**config.mk**
```make
export PLATFORM = sky130hd
export DESIGN_NAME = sidetone_mixer
export DESIGN_NICKNAME = d
export VERILOG_FILES = /design/src/rtl/sidetone_mixer.sv
export SDC_FILE = /design/constraint.sdc
export NUM_CORES = 1
export LEC_CHECK = 0
export ABC_AREA = 1
export CORE_AREA = 5 5 281 283
export CTS_BUF_LIST = sky130_fd_sc_hd__clkbuf_16
export CTS_CLUSTER_DIAMETER = 200
export DETAILED_ROUTE_END_ITERATION = 12
export DIE_AREA = 0 0 286 288
export GPL_TIMING_DRIVEN = 1
export SYNTH_ARGS = -nofsm -noshare
export SYNTH_HDL_FRONTEND = slang
export SYNTH_SLANG_ARGS = --single-unit
```
**constraint.sdc**
```tcl
create_clock -name clk -period 11.8 [get_ports clk]
set_input_delay 3.54 -clock clk [delete_from_list [all_inputs] [get_ports clk]]
set_output_delay 3.54 -clock clk [all_outputs]
set_load 0.02 [all_outputs]
```
**src/rtl/sidetone_mixer.sv**
```systemverilog
module sidetone_mixer #(
  parameter int DW = 16,
  parameter int AW = 6
) (
  input  logic          clk,
  input  logic          rst_n,
  input  logic          reg_we,
  input  logic [7:0]    reg_wdata,
  output logic [7:0]    reg_rdata,
  input  logic          sample_stb,
  input  logic          cap_en,
  input  logic          cap_ovr,
  input  logic [DW-1:0] adc_l,
  input  logic [DW-1:0] adc_r,
  input  logic          play_en,
  input  logic          play_unr,
  input  logic [DW-1:0] play_l,
  input  logic [DW-1:0] play_r,
  output logic [DW-1:0] dac_l,
  output logic [DW-1:0] dac_r
);
  localparam int NCODE = 1 << AW;

  logic          mix_on;
  logic [AW-1:0] att;
  logic [DW-1:0] gtab [NCODE];
  logic [DW-1:0] gain;
  logic [DW-1:0] adc_in  [2];
  logic [DW-1:0] play_in [2];
  logic [DW-1:0] held    [2];
  logic [DW-1:0] mixed   [2];
  logic [DW-1:0] dac_q   [2];
  logic          use_held, zero_play;

  genvar k;
  for (k = 0; k < NCODE; k++) begin : g_gain
    localparam real GR = (2.0 ** (DW - 1)) * (10.0 ** (-0.075 * k));
    assign gtab[k] = DW'($rtoi(GR + 0.5));
  end

  assign gain      = gtab[att];
  assign use_held  = cap_en & cap_ovr;
  assign zero_play = play_en & play_unr;
  assign adc_in[0]  = adc_l;
  assign adc_in[1]  = adc_r;
  assign play_in[0] = play_l;
  assign play_in[1] = play_r;
  assign reg_rdata  = {att, 1'b0, mix_on};
  assign dac_l = dac_q[0];
  assign dac_r = dac_q[1];

  function automatic logic [DW-1:0] mix1(input logic [DW-1:0] pb, input logic [DW-1:0] ad,
                                         input logic [DW-1:0] g, input logic on);
    logic signed [2*DW:0] p;
    logic signed [DW:0]   s;
    p = $signed(ad) * $signed({1'b0, g});
    p = p >>> (DW - 1);
    s = $signed({pb[DW-1], pb}) + $signed(p[DW:0]);
    if (!on)                 return pb;
    else if (s[DW] == s[DW-1]) return s[DW-1:0];
    else if (s[DW])          return {1'b1, {(DW-1){1'b0}}};
    else                     return {1'b0, {(DW-1){1'b1}}};
  endfunction

  genvar c;
  for (c = 0; c < 2; c++) begin : g_ch
    logic [DW-1:0] a_term, p_term;
    assign a_term   = use_held ? held[c] : adc_in[c];
    assign p_term   = zero_play ? '0 : play_in[c];
    assign mixed[c] = mix1(p_term, a_term, gain, mix_on);

    always_ff @(posedge clk) begin
      if (!rst_n) begin
        held[c]  <= '0;
        dac_q[c] <= '0;
      end else if (sample_stb) begin
        held[c]  <= a_term;
        dac_q[c] <= mixed[c];
      end
    end
  end

  always_ff @(posedge clk) begin
    if (!rst_n) begin
      mix_on <= 1'b0;
      att    <= '0;
    end else if (reg_we) begin
      mix_on <= reg_wdata[0];
      att    <= reg_wdata[7:2];
    end
  end
endmodule


```
==> results.toml, run 1 <==
[cells_and_area]
syn_to_final_growth_pct = 21.4
drive_gt1_frac = 0.133
seqCellArea_um2 = 2060
layout_commonest_cell = "inv_1"
mostFrequentLayoutCells = "inv_1, nand2_1, fa_1"
fin_nets = 3969
design_area_um2 = 27500
multi_input_area_um2 = 17900
final_cells = 4228
nFillCells = 7968

[synth]
synth_area_um2 = 22700
synth_area_per_cell_um2 = 7.78
ys_seq_elements = 71
synth_edf_count = 64
synth-main-ff-cell = "edfxtp_1"
yosys.area_share.simple = 0.181
synth_top_family_by_area = "adder cells"
synth_compound_area_frac = 0.0796
synth-seq-area-share = 0.0910
synth_fa_ha_area_frac = 0.490
syn_nets = 3647
synth_cells = 2912
yosys_warnings = 0
synth-xor-area-share = 0.0243
ys_async_sr_fraction = 0
synth_mux_area_frac = 0.000442
synthDistinctLibCells = 53

[run_status]
outcome = "complete, no violations"

[placement]
placed_area_um2 = 26800
dpl.hpwl_um = 55000
dp_cells = 4198
gp_congestion = 0.875
port_buffers = 117

[worst_setup_path]
cp-end-kind = "flip-flop"
crit_path_start_kind = "input port"
cp_top_family = "adder cells"
worst_ep_required_time_ps = 11930
path_max_fanout = 7
worst-setup-path-type = "in -> reg"
cpMostUsedCell = "nand2_1"
cpPeakStageDelay_ps = 530
cp_slowest_cell = "fa_1"
worst-path-buf-inv = 13
worstPathArrival_ps = 11630
r2r_slack_ps = 2000

[clock_tree]
clk_pin_slew_ps = 80
clk_path_buf_depth = 2
cts.sinks = 71
insertion_delay_ps = 400
h-tree-depth = 3
tritoncts = "built"
cts_buffers = 9
cts_root_buffer = "clkbuf_16"

[detailed_routing]
ant_nets = 0
wl_per_cell_um = 16.2
drt_first_pass_iters = 6
vias_per_cell = 4.66
drcViolationCount = 0
num_vias = 19700
drt_iter0_drc = 1428
routed_wirelength_um = 68300

[timing]
fmax_mhz = 87.0
min_period_ps = 11500
setup_viol = 0
slew_violations = 0
tightest_slew_ps = 1030
max_slew_margin = 0.316
hold_viol_final = 0
fin_crit_sh = 0.974
fin_tns_setup_ps = 0
skew_ps = 22.1

[global_routing]
grt_usage = 0.168
antenna_found_initial = 0
grt_pass1_vias = 20100
grt_overflow = 0
grt_pass1_wl_um = 109000
grt_start_max_net_pins = 65

[flow_run]
cap_violations = 0

[floorplanning]
die_h_um = 288
start_util = 0.297
dieArea_um2 = 82400
dieWidth_um = 286
fp-row-count = 102
io_pins = 120
core_area_um2 = 76400

[worst_hold_path]
hold_class = "reg -> reg"
[metal layers]
layer / share of wire / routed length [um] / global-route usage / up-vias
li1: - / - / - / 9454
met4: 0.017 / 1140 / 0.0335 / 0
met2: 0.44 / 30300 / 0.263 / 566
met5: 0 / 0 / 0 / -
met1: 0.47 / 32000 / 0.243 / 9626
met3: 0.072 / 4910 / 0.0299 / 60
[per-stage QoR]
step           hold slack (ps)   util  setup slack [ps]
2_1_floorplan              646      -               446
3_3_place_gp               698  0.351              -311
3_5_place_dp               710  0.351              -358
4_1_cts                    729  0.354              9.05
5_1_grt                    764  0.360             -96.0
6_report                   739  0.360               303
[cell usage after synthesis, types with 2 or more instances]
library cell,instances,area (um^2)
buf_6,3,33.8
fa_1,388,7770
edfxtp_1,64,1920
o21a_1,3,22.5
nor4_1,4,25.0
o221ai_1,5,43.8
nor3_1,13,65.1
inv_4,2,12.5
clkbuf_1,77,289
nand2_4,2,22.5
nand4_1,6,37.5
xor2_1,43,377
o21ai_1,31,155
nor2_1,345,1290
a21o_1,8,60.1
o2111ai_1,4,35.0
nand3_1,68,340
nand2_2,17,106
a21oi_1,114,571
buf_4,5,37.5
buf_1,6,22.5
clkinv_1,14,52.6
o21ai_0,83,415
o21bai_1,4,30.0
a21boi_0,4,30.0
a21oi_2,20,175
or2_2,8,50.1
o211ai_1,8,60.1
a211oi_1,5,37.5
nand3_2,8,80.1
inv_2,5,18.8
ha_1,267,3340
o31ai_1,4,30.0
dfxtp_1,7,140
a31oi_1,12,75.1
xnor2_1,20,175
inv_1,678,2540
nand2_1,542,2030
[final timing paths]
| check | startpoint | to | depth (start not counted) |
|---|---|---|---|
| setup / recovery | cap_ovr | dac_q[0][5] | 44 |
| hold / removal | held[1][13] | held[1][13] | 3 |
| setup reg to reg | att[0] | dac_q[0][5] | 49 |
| hold reg to reg | held[1][13] | held[1][13] | 3 |
[worst register-to-register path: cells and delay by family (launching register included)]
family | cells | cell delay, ps
DFF | 1 | 520
adders and majority gates | 9 | 3860
AOI/OAI and AO/OA | 10 | 1690
and+or+nand+nor | 17 | 1640
buffers and inverters | 13 | 1810
[what timing repair did]
action	CTS	global route
pin swaps	0	18
gates cloned	0	1
hold buffers	0	0
buffers inserted	0	12
setup endpoints to repair	5	32
gates resized for setup	2	95
[flip-flops by register name, indices dropped and copies added (netlist names)]
name	cells
mix_on	1
held	32
att	6
dac_q	32
[layout make-up]
type                       count  area share
inverter                     699      0.0957
tap                          988      0.0449
antenna                        1   0.0000909
timing repair buffer         403       0.124
clock buffer                   9     0.00818
timing repair inverter         1    0.000182
multi-input combinational   2049       0.650
sequential                    71      0.0749
clock inverter                 7     0.00232
[cells by family (layout without fill, tap and decap cells)]
| kind of cell | after synthesis | count (layout) |
|---|---|---|
| AND/OR/NAND/NOR | 1017 | 1017 |
| flip-flops | 71 | 71 |
| multiplexers | 1 | 1 |
| AO/OA/AOI/OAI | 312 | 312 |
| buffers and inverters | 792 | 1119 |
| XOR/XNOR | 63 | 63 |
| other | 1 | 2 |
| adder cells (fa/ha/maj) | 655 | 655 |
Power of run 1 is left out: the tool's default activity adds up to more than one toggle a clock period on the data nets, which glitch-free logic cannot reach.
==> run 2, diff against run 1 <==
--- a/config.mk
+++ b/config.mk
@@ -6,6 +6,7 @@
 export NUM_CORES = 1
 export LEC_CHECK = 0
 export ABC_AREA = 1
+export ABC_CLOCK_PERIOD_IN_PS = 11800
 export CORE_AREA = 5 5 281 283
 export CTS_BUF_LIST = sky130_fd_sc_hd__clkbuf_16
 export CTS_CLUSTER_DIAMETER = 200
==> results of run 2 <==
Same layout as run 1: the final DEF is identical, and so are final timing and power.
Power of run 2 is left out for the same reason.
